<file path="src/rtl/mrt_pkg.sv">
package mrt_pkg;
  typedef enum logic [1:0] {
    ST_IDLE = 2'd0,
    ST_XFER = 2'd1,
    ST_FIN  = 2'd2
  } mrt_state_e;
endpackage

</file>
<file path="src/rtl/mrt_lowest.sv">
module mrt_lowest #(
  parameter int W  = 17,
  parameter int IW = $clog2(W)
) (
  input  logic [W-1:0]  vec,
  output logic [IW-1:0] idx
);
  always_comb begin
    idx = '0;
    for (int i = W - 1; i >= 0; i--) begin
      if (vec[i]) idx = IW'(i);
    end
  end
endmodule

</file>
<file path="src/rtl/mrt_span.sv">
module mrt_span #(
  parameter int AW          = 32,
  parameter int LIST_W      = 16,
  parameter int COMPACT_W   = 8,
  parameter int EMPTY_WORDS = 16,
  parameter int STRIDE      = 4,
  parameter int SLOTS       = LIST_W + 1
) (
  input  logic [AW-1:0]     base,
  input  logic [LIST_W-1:0] list,
  input  logic              compact,
  input  logic              extra,
  input  logic              up,
  output logic [SLOTS-1:0]  mask,
  output logic              empty,
  output logic [AW-1:0]     first_addr,
  output logic [AW-1:0]     wb_addr
);
  localparam int CW = $clog2(SLOTS + 1);

  logic [SLOTS-1:0] raw;
  logic [CW-1:0]    cnt;
  logic [AW-1:0]    bytes;

  for (genvar g = 0; g < LIST_W; g++) begin : g_slot
    if (g < COMPACT_W) begin : g_low
      assign raw[g] = list[g];
    end else begin : g_high
      assign raw[g] = list[g] & ~compact;
    end
  end
  assign raw[LIST_W] = compact & extra;

  assign empty = (raw == '0);
  assign mask  = empty ? (SLOTS'(1) << LIST_W) : raw;

  always_comb begin
    cnt = '0;
    for (int i = 0; i < SLOTS; i++) cnt = cnt + CW'(raw[i]);
  end

  assign bytes      = (empty ? AW'(EMPTY_WORDS) : AW'(cnt)) * AW'(STRIDE);
  assign first_addr = up ? base : base - bytes;
  assign wb_addr    = up ? base + bytes : base - bytes;
endmodule

</file>
<file path="src/rtl/mrt_sequencer.sv">
module mrt_sequencer
  import mrt_pkg::*;
#(
  parameter int AW          = 32,
  parameter int DW          = 32,
  parameter int LIST_W      = 16,
  parameter int COMPACT_W   = 8,
  parameter int EMPTY_WORDS = 16,
  parameter int STRIDE      = 4,
  parameter int PC_OFS_FULL = 8,
  parameter int PC_OFS_CMP  = 4
) (
  input  logic                      clk,
  input  logic                      rst_n,
  input  logic                      start,
  input  logic [AW-1:0]             start_base,
  input  logic [LIST_W-1:0]         start_list,
  input  logic                      start_load,
  input  logic                      start_up,
  input  logic                      start_compact,
  input  logic                      start_extra,
  input  logic                      start_user,
  output logic                      busy,
  output logic                      done,
  output logic                      bus_valid,
  input  logic                      bus_ready,
  output logic [AW-1:0]             bus_addr,
  output logic                      bus_write,
  output logic [DW-1:0]             bus_wdata,
  input  logic [DW-1:0]             bus_rdata,
  output logic [$clog2(LIST_W)-1:0] rf_rd_idx,
  output logic                      rf_rd_user,
  input  logic [DW-1:0]             rf_rd_data,
  output logic                      rf_wr_en,
  output logic [$clog2(LIST_W)-1:0] rf_wr_idx,
  output logic                      rf_wr_user,
  output logic [DW-1:0]             rf_wr_data,
  output logic                      wb_en,
  output logic [AW-1:0]             wb_addr,
  output logic                      psr_restore
);
  localparam int SLOTS  = LIST_W + 1;
  localparam int IW     = $clog2(LIST_W);
  localparam int SW     = $clog2(SLOTS);
  localparam int PC_IDX = LIST_W - 1;
  localparam int LR_IDX = LIST_W - 2;

  mrt_state_e       state_q;
  logic [SLOTS-1:0] mask_q;
  logic [AW-1:0]    addr_q, wb_q;
  logic             load_q, compact_q, user_rd_q, user_wr_q, psr_q;
  logic [IW-1:0]    special_q;

  logic [SLOTS-1:0] s_mask;
  logic             s_empty, user_eff;
  logic [AW-1:0]    s_first, s_wb;
  logic [SW-1:0]    slot;
  logic [IW-1:0]    cur_idx;
  logic             cur_pc, ack;
  logic [SLOTS-1:0] mask_next;
  logic [DW-1:0]    keep;

  mrt_span #(
    .AW(AW), .LIST_W(LIST_W), .COMPACT_W(COMPACT_W),
    .EMPTY_WORDS(EMPTY_WORDS), .STRIDE(STRIDE)
  ) i_span (
    .base(start_base), .list(start_list), .compact(start_compact),
    .extra(start_extra), .up(start_up), .mask(s_mask), .empty(s_empty),
    .first_addr(s_first), .wb_addr(s_wb)
  );

  mrt_lowest #(.W(SLOTS), .IW(SW)) i_lowest (.vec(mask_q), .idx(slot));

  assign user_eff  = start_user & ~start_compact & ~s_empty;
  assign cur_idx   = (slot == SW'(LIST_W)) ? special_q : slot[IW-1:0];
  assign cur_pc    = (cur_idx == IW'(PC_IDX));
  assign ack       = (state_q == ST_XFER) & bus_ready;
  assign mask_next = mask_q & ~(SLOTS'(1) << slot);
  assign keep      = cur_pc ? (compact_q ? ~DW'(1) : ~DW'(3)) : '1;

  assign rf_rd_idx  = cur_idx;
  assign rf_rd_user = user_rd_q;
  assign bus_wdata  = rf_rd_data +
                      (cur_pc ? DW'(compact_q ? PC_OFS_CMP : PC_OFS_FULL) : '0);
  assign bus_valid  = (state_q == ST_XFER);
  assign bus_addr   = addr_q;
  assign bus_write  = ~load_q;
  assign busy       = (state_q != ST_IDLE);
  assign done       = (state_q == ST_FIN);
  assign wb_en      = done;
  assign wb_addr    = wb_q;
  assign psr_restore = done & psr_q;

  always_ff @(posedge clk) begin
    if (!rst_n) begin
      state_q    <= ST_IDLE;
      mask_q     <= '0;
      addr_q     <= '0;
      wb_q       <= '0;
      load_q     <= 1'b0;
      compact_q  <= 1'b0;
      user_rd_q  <= 1'b0;
      user_wr_q  <= 1'b0;
      psr_q      <= 1'b0;
      special_q  <= '0;
      rf_wr_en   <= 1'b0;
      rf_wr_idx  <= '0;
      rf_wr_user <= 1'b0;
      rf_wr_data <= '0;
    end else begin
      rf_wr_en <= ack & load_q;
      if (ack & load_q) begin
        rf_wr_idx  <= cur_idx;
        rf_wr_user <= user_wr_q;
        rf_wr_data <= bus_rdata & keep;
      end
      unique case (state_q)
        ST_IDLE: if (start) begin
          state_q   <= ST_XFER;
          mask_q    <= s_mask;
          addr_q    <= s_first;
          wb_q      <= s_wb;
          load_q    <= start_load;
          compact_q <= start_compact;
          user_rd_q <= user_eff;
          user_wr_q <= user_eff & ~start_list[PC_IDX];
          psr_q     <= user_eff & start_load & start_list[PC_IDX];
          special_q <= (s_empty | start_load) ? IW'(PC_IDX) : IW'(LR_IDX);
        end
        ST_XFER: if (bus_ready) begin
          mask_q <= mask_next;
          addr_q <= addr_q + AW'(STRIDE);
          if (mask_next == '0) state_q <= ST_FIN;
        end
        ST_FIN:  state_q <= ST_IDLE;
        default: state_q <= ST_IDLE;
      endcase
    end
  end

  AST_REQ_HOLD: assert property (@(posedge clk) disable iff (!rst_n)
    (bus_valid && !bus_ready) |=> (bus_valid && $stable(bus_addr) && $stable(bus_write)));
  AST_ADDR_STEP: assert property (@(posedge clk) disable iff (!rst_n)
    (bus_valid && bus_ready) |=> (!bus_valid || bus_addr == $past(bus_addr) + AW'(STRIDE)));
  AST_DONE_PULSE: assert property (@(posedge clk) disable iff (!rst_n)
    done |=> !done);
  AST_DONE_AFTER_ACK: assert property (@(posedge clk) disable iff (!rst_n)
    $rose(done) |-> $past(bus_valid && bus_ready));
  AST_PSR_WITH_PC: assert property (@(posedge clk) disable iff (!rst_n)
    psr_restore |-> (rf_wr_en && rf_wr_idx == IW'(PC_IDX) && !rf_wr_user));
  AST_WB_ONLY_DONE: assert property (@(posedge clk) disable iff (!rst_n)
    wb_en |-> !bus_valid);
endmodule

</file>
<file path="config.mk">
export PLATFORM = sky130hd
export DESIGN_NAME = mrt_sequencer
export DESIGN_NICKNAME = d
export VERILOG_FILES = /design/src/rtl/mrt_pkg.sv /design/src/rtl/mrt_lowest.sv /design/src/rtl/mrt_span.sv /design/src/rtl/mrt_sequencer.sv
export SDC_FILE = /design/constraint.sdc
export NUM_CORES = 1
export LEC_CHECK = 0
export BUFFER_PORTS_ARGS = -buffer_cell sky130_fd_sc_hd__buf_4
export CORE_MARGIN = 4
export CORE_UTILIZATION = 30
export DETAILED_ROUTE_END_ITERATION = 10
export MAX_ROUTING_LAYER = met4
export PLACE_DENSITY = 0.52
export REMOVE_ABC_BUFFERS = 1
export SYNTH_ARGS = -nofsm -noshare
export SYNTH_HDL_FRONTEND = slang
export SYNTH_SLANG_ARGS = --single-unit
</file>
<file path="constraint.sdc">
create_clock -name clk -period 7.3 [get_ports clk]
set_input_delay 0.73 -clock clk [delete_from_list [all_inputs] [get_ports clk]]
set_output_delay 0.73 -clock clk [all_outputs]
set_load 0.01 [all_outputs]
</file>
# == Word level (Yosys, flattened, before mapping) ==
# Index checks and enable logic that the tools add are counted.
# op_classes
n_mux,37
n_addsub,20
n_shift,1
n_eq_ne,7
bitwise,25
reduce_logical,8
# ops
operator,n
2-to-1 mux 32 bit,4
2-to-1 mux 5 bit,18
adder 5 x 1 -> 5 bit,15
one-hot mux 32 bit (2 select lines),1
2-to-1 mux 17 bit,3
zero test 17 bit,2
one-hot mux 17 bit (2 select lines),1
"adder 32 x 3 -> 32 bit, second input constant",1
adder 32 bit,1
adder 32 x 4 -> 32 bit,1
AND 32 bit,1
subtractor 32 bit,1
AND 1 bit,17
AND 17 bit,1
inverter 17 bit,1
"left shift 1 x 5 -> 17 bit, first input constant",1
2-to-1 mux 4 bit,3
2-to-1 mux 2 bit,5
AND reduction 3 bit,2
"equality test 5 bit, second input constant",1
"equality test 4 bit, second input constant",1
"inequality test 2 x 1 -> 1 bit, second input constant",2
inverter 1 bit,4
one-hot mux 2 bit (2 select lines),1
other kinds (9),10
# word_totals
out_inout_bits,145
reg_bits,130

# == Longest topological paths before layout ==
# Gate-level depths: netlist of run 1.
# logic_depth
ltp_word,24
mapped_depth,23
ltp_nobuf,23

# == Cells and area by module ==
# From an unflattened synthesis of run 1, not the netlist that was laid out.
# hier_totals
hier_cells,1205
hier_area_um2,9210.1
# by_module_without_submodules
mod,seq_area_each_um2,area_per_inst_um2,instances,cells_per_inst
mrt_sequencer,2562.5,6520.0,1,821
mrt_span,0.0,2499.9,1,349
mrt_lowest,0.0,190.2,1,35

# == Least setup slack after synthesis of run 1 ==
# Ideal clock, no wire load.
# synth_path
path_kind,in2reg
startpoint,input start_compact
endpoint,register wb_q[27] (netlist: wb_addr[27])
path_slack_ns,1.212
required_ns,7.178
arrival_ns,5.966
path_stages,21
path_cell_list,inv_1 clkbuf_1 nand2_1 fa_1 inv_1 fa_1 inv_1 fa_1 fa_1 inv_1 ha_1 fa_1 xor2_1 nand2_1 ha_1 o21ai_0 a211oi_1 nor4_4 nand3b_1 a2111oi_2 a311o_1
# synth_between
elab_chain_cells,14
word_cells_on_any_way,24
classes_between,add/sub: 11; mux: 2; bitwise: 10; reduce/logical: 1
# synth_rtl
element,line_no,text
start: declaration,mrt_sequencer.sv:20,"input logic start_compact,"
inverter 1 bit,mrt_span.sv:29,assign raw[g] = list[g] & ~compact;
AND 1 bit,mrt_span.sv:29,
adder 5 x 1 -> 5 bit (9 in series),mrt_span.sv:39,for (int i = 0; i < SLOTS; i++) cnt = cnt + CW'(raw[i]);
2-to-1 mux 5 bit *,mrt_span.sv:42,assign bytes = (empty ? AW'(EMPTY_WORDS) : AW'(cnt)) * AW'(STRIDE);
subtractor 32 bit or adder 32 bit (tied branches),mrt_span.sv:44,assign wb_addr = up ? base + bytes : base - bytes;
2-to-1 mux 32 bit *,mrt_span.sv:44,
end signal: assignment,mrt_sequencer.sv:122,wb_q <= s_wb;
end: declaration,mrt_sequencer.sv:50,"logic [AW-1:0] addr_q, wb_q;"
# Mark *: on every way between the ends. The rest lies on a longest branch, timed or not.
# A chain may end at the register's enable or synchronous reset.

# == Final worst setup path of run 1 ==
# layout_path
startpoint,input start_compact
endpoint,register wb_q[28] (netlist: wb_addr[28])
# Same word-level chain as after synthesis.

==> results.tsv, run 1 <==
stage	metric	value	unit
worst_hold_path	Hold Crit Class	flip-flop to flip-flop	
clocking	clk slew on worst S/H paths	0.06	ns
synthesis	Post-Syn Instances	1132	
clocking	CTS tree	built	
timing	final setup violation count	0	
clocking	setup bufs post-CTS	0	
worst_setup_path	Worst Path Max Fanout	11	
finish	share of cells above drive strength 1	23.5	%
clocking	clock buffer depth	2	
worst_setup_path	Req. time, crit path	7.67	ns
synthesis	share of the synthesized area in the top cell type	30.4	%
route	1st-pass router iterations	5	
finish	# fillers	2948	
synthesis	Synth Register Bits	128	
worst_setup_path	CP cell instances	buf_4, inv_1, nand2_1, fa_1, inv_1, fa_1, inv_1, fa_1, fa_1, inv_1, ha_1, fa_1, xor2_1, nand2_1, ha_1, nor2b_1, o21ai_0, a21oi_1, nor4_4, nand3_1, a2111oi_0, a311o_1	
worst_setup_path	WP buf/inv	5	
route	WL per Instance	18.4	microns
worst_setup_path	slowest cell on the critical path	nor4_4	
finish	ANT cells	0	
floorplan	# rows	61	
route	initial drt markers	534	
timing	f_max	160	MHz
synthesis	Top FF cell, synth	dfxtp_1	
timing	Max Slew Vio Count	0	
worst_setup_path	WP data arrival	6.63	ns
clocking	H-tree levels	4	
timing	final worst-path cycle share	85.8	%
floorplan	Boundary Pins	266	
synthesis	sequential share of the synthesized area	30.4	%
place	Port Buffer Count	261	
synthesis	Ys Warns	0	
global_route	met3 Resource Use GR	4.28	%
finish	final non-filler cell total	1735	
synthesis	Yosys top cell by area	dfxtp_1	
place	Placed Area	10600	sq um
job	Max Cap Viol	0	
worst_setup_path	CP peak stage delay	0.52	ns
timing	skew final	0.0101	ns
timing	min cycle time layout	6.26	ns
clocking	post-CTS sizing	0	
synthesis	Avg Cell Area, Syn	7.44	sq um
global_route	initial antenna violation count	0	
synthesis	fraction of registers with async set/reset	0	%
global_route	gr ovfl total	0	
finish	NumNets Final	1500	
synthesis	most common library cells after synthesis	155 x nand2_1, 128 x dfxtp_1, 119 x a21oi_1, 84 x nor2_1	
clocking	CTS Hold Bufs	0	
floorplan	core area	27800	sq um
global_route	GRT Max-Usage Layer	met2	
route	Detail Route Antenna Nets	0	
worst_setup_path	Worst setup SP type	primary input	
timing	unrepaired setup endpoints after global routing	no	
route	Post-Route WL	32.0	mm
status	status	finished, final reports clean	
clocking	TritonCTS Sinks	128	
route	routed vias/inst	5.25	
pwr	leakage	4.62	nW
finish	Area Growth Syn to Fin	33.7	%
worst_setup_path	critical path class	primary input to flip-flop	
synthesis	mapped cell area	8430	sq um
worst_setup_path	Crit. End Element	flip-flop	
place	placed cells	1703	
clocking	Inserted Clock Buffers	17	
timing	final hold vios	0	
synthesis	post-synth cell types	66	
timing	Worst-Margin Slew	0.957	ns
worst_setup_path	Critical Path Most Common Cell	fa_1	
floorplan	Starting Density	30.3	%
worst_setup_path	delay-heaviest family, CP	adder cells	
timing	TNS Setup	0	ns
global_route	Overall Global Routing Usage	20.6	%
pwr	Max rail drop VDD	0.000129	V
floorplan	die area	30800	sq um
clocking	clk_lat worst skew	0.42	ns
place	routability cong.	0.863	
global_route	met2 GRT Util	33.4	%
finish	Layout Utilization	40.5	%
synthesis	Post-synth EDFFs	0	
global_route	largest net degree at the start of global routing	70	
timing	normalized max-slew margin	36.0	%
finish	post-route cell area	11300	sq um
floorplan	Die H	176	microns
global_route	vias in the first global route	8939	
clocking	CTS root buffer	clkbuf_16	
synthesis	synth top area cells	dfxtp_1 30%, a21oi_1 7.1%, nand2_1 6.9%	
route	Vias	9101	
route	DRC Markers	0	
synthesis	count leader, synth	nand2_1	
pwr	PwrDens	256	nW/um^2
floorplan	chip width	176	microns
global_route	first-pass GRT wire length	49.8	mm
global_route	routing usage on met1	26.4	%
place	detailed placement HPWL	23.4	mm
==> worst reg2reg max path, cell delays in order, from the launching register on <==
cell and delay (ns):
dfxtp_1 0.44, or4_1 0.71, nor4_1 0.74, nand2b_1 0.26
o2111ai_1 0.17, a211oi_1 0.40, nand2_1 0.10, o31a_1 0.30
==> state kept, by name, indices dropped and copies added (netlist names), 2 cells and up <==
register	flops
wb_addr	32
bus_addr	32
special_q	2
mask_q	17
rf_wr_data	32
rf_wr_idx	4
state_q	2
==> power by group <==
group / total, mW / switching (mW) / internal [mW]
Sequential: 0.827 / 0.0666 / 0.761
Clock: 0.937 / 0.354 / 0.584
Combinational: 1.12 / 0.649 / 0.472
Total: 2.89 / 1.07 / 1.82
==> layer usage <==
layer	vias up	part of all wire, %	wire, microns
met2	325	47	14900
met5	-	0	0
met1	4262	45	14500
met3	44	6.2	1980
met4	0	1.9	623
li1	4470	-	-
==> per-stage QoR <==
step / hold WS (ns) / setup WS, ns / total power [mW]
2_1_floorplan: 0.432 / 1.27 / 1.53
3_3_place_gp: 0.442 / 0.780 / 1.96
3_5_place_dp: 0.448 / 0.682 / 1.96
4_1_cts: 0.457 / 1.09 / 2.92
5_1_grt: 0.472 / 0.662 / 3.08
6_report: 0.455 / 1.04 / 2.89
==> path summary, 6_finish.rpt <==
check / cells past startpoint / endpoint / slack (ns) / from
worst min register to register: 2 / wb_addr[0]$_SDFFE_PN0P_ / 0.45 / wb_addr[0]$_SDFFE_PN0P_
worst max-delay path: 22 / wb_addr[28]$_SDFFE_PN0P_ / 1.04 / start_compact
worst max register to register: 7 / state_q[0]$_SDFFE_PN0P_ / 4.08 / mask_q[0]$_SDFFE_PN0P_
worst min-delay path: 2 / wb_addr[0]$_SDFFE_PN0P_ / 0.45 / wb_addr[0]$_SDFFE_PN0P_
==> cell type report <==
| cell class | instances | area [sq um] | area share (%) |
|---|---|---|---|
| multi-input combinational | 871 | 5350 | 47.5 |
| sequential | 128 | 2560 | 22.8 |
| timing repair buffer | 272 | 2040 | 18.1 |
| tap | 378 | 473 | 4.20 |
| clock buffer | 20 | 447 | 3.97 |
| inverter | 54 | 204 | 1.81 |
| clock inverter | 12 | 183 | 1.62 |
==> logic make-up after synthesis <==
logic type               share of synthesized area (%)
flip-flops                                        30.4
adder cells (fa/ha/maj)                           6.44
AND/OR/NAND/NOR                                   27.4
XOR/XNOR                                          7.17
multiplexers                                     0.594
AO/OA/AOI/OAI                                     21.8
buffers and inverters                             6.19
==> cell usage in the layout, fill, tap and decap left out, types with 5 or more instances in the layout <==
| cell | n |
|---|---|
| and4_1 | 9 |
| a22oi_1 | 12 |
| nor4b_1 | 6 |
| xor2_1 | 36 |
| o211ai_1 | 5 |
| nand3_1 | 67 |
| a21oi_1 | 119 |
| and2_1 | 8 |
| nor4_1 | 18 |
| nand2_1 | 154 |
| mux2i_1 | 5 |
| xnor2_1 | 33 |
| a211oi_1 | 9 |
| a311o_1 | 5 |
| a2111oi_0 | 6 |
| nor3_1 | 24 |
| nand2b_1 | 8 |
| or4_1 | 9 |
| a21o_1 | 7 |
| buf_4 | 272 |
| a31oi_1 | 12 |
| dfxtp_1 | 128 |
| fa_1 | 14 |
| and3_1 | 27 |
| o21ai_0 | 67 |
| or3_1 | 13 |
| clkbuf_16 | 17 |
| nor2b_1 | 8 |
| ha_1 | 21 |
| o221ai_1 | 6 |
| nand4_1 | 19 |
| nor2_1 | 82 |
| inv_1 | 53 |
No activity file was read; power rests on OpenSTA's default activity.
==> run 2, diff against run 1 <==
--- a/config.mk
+++ b/config.mk
@@ -6,7 +6,6 @@
 export NUM_CORES = 1
 export LEC_CHECK = 0
 export BUFFER_PORTS_ARGS = -buffer_cell sky130_fd_sc_hd__buf_4
-export CORE_MARGIN = 4
 export CORE_UTILIZATION = 30
 export DETAILED_ROUTE_END_ITERATION = 10
 export MAX_ROUTING_LAYER = met4
==> run 2 against run 1 <==
  * Sequential power barely moved
  * Largest power group unchanged
  * Via count shrank 1.1%
  * Core utilization is 0.78 points higher
  * Fmax increased by 0.31%
  * Setup slack better by 0.020 ns
  * Hold slack worse by 0.0023 ns
  * Final area about the same
  * Highest routed layer unchanged
==> results.tsv, run 2 (synthesis gave the netlist of run 1 again) <==
stage	metric	value	unit	change
timing	f_max	160	MHz	+0.31%
global_route	Overall Global Routing Usage	22.0	%	+1.3 points
worst_setup_path	delay-heaviest family, CP	adder cells		
route	DRC Markers	0		unchanged
finish	Area Growth Syn to Fin	33.6	%	about the same
pwr	leakage	4.63	nW	+0.10%
clocking	CTS tree	built		
worst_setup_path	WP data arrival	6.61	ns	-0.02 ns
timing	TNS Setup	0	ns	unchanged
clocking	clk slew on worst S/H paths	0.07	ns	about the same
route	WL per Instance	17.9	microns	-2.9%
place	detailed placement HPWL	22.4	mm	-4.6%
job	Max Cap Viol	0		unchanged
worst_setup_path	crit path launch	start_compact		
worst_setup_path	Worst R2R End	state_q[1]$_SDFFE_PN0P_		
place	Placed Area	10600	sq um	about the same
route	1st-pass router iterations	7		+2
clocking	clk_lat worst skew	0.42	ns	about the same
floorplan	die area	28800	sq um	-6.7%
clocking	Inserted Clock Buffers	17		unchanged
worst_setup_path	CP peak stage delay	0.51	ns	about the same
floorplan	core area	27300	sq um	-1.9%
clocking	CTS Hold Bufs	0		unchanged
worst_setup_path	Critical Path Most Common Cell	fa_1		
floorplan	Boundary Pins	266		unchanged
timing	min cycle time layout	6.24	ns	-0.0196 ns
timing	skew final	0.0113	ns	+0.00124 ns
finish	# fillers	2824		-4.2%
route	Vias	8998		-1.1%
worst_hold_path	Hold Crit Class	flip-flop to flip-flop		
floorplan	Die H	170	microns	-3.4%
place	Port Buffer Count	261		unchanged
worst_setup_path	CP cell instances	buf_4, inv_1, nand2_1, fa_1, inv_1, fa_1, inv_1, fa_1, fa_1, inv_1, ha_1, fa_1, xor2_1, nand2_1, ha_1, nor2b_1, o21ai_0, a21oi_1, nor4_4, nand3_1, a2111oi_0, a311o_1		
finish	share of cells above drive strength 1	23.6	%	+0.091 points
floorplan	chip width	170	microns	-3.4%
worst_setup_path	CP Capture Point	wb_addr[28]$_SDFFE_PN0P_		
pwr	PwrDens	258	nW/um^2	+0.70%
timing	final hold vios	0		unchanged
worst_setup_path	critical path class	primary input to flip-flop		
place	routability cong.	0.871		+0.92%
worst_setup_path	Worst Path Max Fanout	11		unchanged
timing	unrepaired setup endpoints after global routing	no		
floorplan	Starting Density	30.9	%	+0.59 points
worst_setup_path	Req. time, crit path	7.66	ns	about the same
global_route	largest net degree at the start of global routing	75		+7.1%
floorplan	# rows	60		-1.6%
worst_setup_path	slowest cell on the critical path	fa_1		
global_route	initial antenna violation count	0		unchanged
finish	Layout Utilization	41.3	%	+0.78 points
worst_setup_path	WP buf/inv	5		unchanged
route	Post-Route WL	31.0	mm	-3.3%
worst_setup_path	FF-to-FF path depth	7		unchanged
global_route	first-pass GRT wire length	48.4	mm	-2.9%
finish	post-route cell area	11300	sq um	about the same
route	initial drt markers	731		+37%
finish	NumNets Final	1500		unchanged
finish	commonest non-fill, non-tap cells in the layout	272 x buf_4, 154 x nand2_1, 128 x dfxtp_1		
worst_setup_path	flop2flop setup slack	4.19	ns	+0.11 ns
finish	most common cell after layout, fill and taps aside	buf_4		
clocking	CTS root buffer	clkbuf_16		
worst_setup_path	Crit. End Element	flip-flop		
clocking	TritonCTS Sinks	128		unchanged
timing	Max Slew Vio Count	0		unchanged
clocking	clock buffer depth	2		unchanged
route	routed vias/inst	5.21		-0.73%
worst_setup_path	R2R Path Start	mask_q[0]$_SDFFE_PN0P_		
timing	final worst-path cycle share	85.5	%	-0.27 points
timing	normalized max-slew margin	34.3	%	-1.7 points
finish	ANT cells	0		unchanged
worst_setup_path	Critical Path Stages	22		unchanged
timing	final setup violation count	0		unchanged
route	Detail Route Antenna Nets	0		unchanged
clocking	H-tree levels	4		unchanged
timing	Worst-Margin Slew	0.983	ns	+0.0256 ns
worst_setup_path	Worst setup SP type	primary input		
global_route	vias in the first global route	8695		-2.7%
pwr	Max rail drop VDD	0.000156	V	+21%
status	status	finished, final reports clean		
clocking	setup bufs post-CTS	0		unchanged
global_route	gr ovfl total	0		unchanged
clocking	post-CTS sizing	0		unchanged
-- run 2: worst min path at each step --
stage / from / slack [ns] / endpoint / cells past startpoint
detailed placement: rf_wr_data[29]$_SDFFE_PN0P_ / 0.45 / rf_wr_data[29]$_SDFFE_PN0P_ / 2
finish: rf_wr_data[7]$_SDFFE_PN0P_ / 0.45 / rf_wr_data[7]$_SDFFE_PN0P_ / 2
global placement: wb_addr[5]$_SDFFE_PN0P_ / 0.44 / wb_addr[5]$_SDFFE_PN0P_ / 2
global route: rf_wr_data[29]$_SDFFE_PN0P_ / 0.47 / rf_wr_data[29]$_SDFFE_PN0P_ / 2
floorplan: special_q[2]$_SDFFE_PN0P_ / 0.43 / special_q[2]$_SDFFE_PN0P_ / 2
CTS: rf_wr_data[29]$_SDFFE_PN0P_ / 0.46 / rf_wr_data[29]$_SDFFE_PN0P_ / 2
-- run 2: final cells by class --
type	instances	area [sq um]	share of cell area [%]
clock buffer	19	453	4.02
clock inverter	12	183	1.62
sequential	128	2560	22.8
multi-input combinational	871	5350	47.5
timing repair buffer	272	2040	18.1
inverter	54	204	1.81
tap	372	465	4.13
-- run 2: layer usage --
layer	global-route usage, %	share of wire, %	vias to the layer above	wire, microns
li1	-	-	4477	-
met1	28.5	47	4196	14500
met2	35.1	46	294	14300
met3	3.82	5.6	31	1740
met4	5.64	1.6	0	486
met5	-	0	-	0
-- run 2: power breakdown --
part | leakage [nW] | switching [mW] | internal [mW]
clock | 0.302 | 0.354 | 0.591
sequential | 1.05 | 0.0677 | 0.761
combinational | 3.28 | 0.657 | 0.475
-- run 2: per-stage QoR --
stage | cells | setup slack (ns) | power (mW) | hold slack (ns)
floorplan | 1053 | 1.27 | 1.53 | 0.432
global placement | 1697 | 0.766 | 1.96 | 0.442
detailed placement | 1697 | 0.664 | 1.96 | 0.447
CTS | 1728 | 1.10 | 2.92 | 0.456
global route | 1728 | 0.562 | 3.10 | 0.466
finish | 1728 | 1.06 | 2.91 | 0.452
-- run 2: tightest hold or removal path, stage by stage, from the launching register on --
cell and delay [ns]:
dfxtp_1 0.30, nand2_1 0.05, a21oi_1 0.05
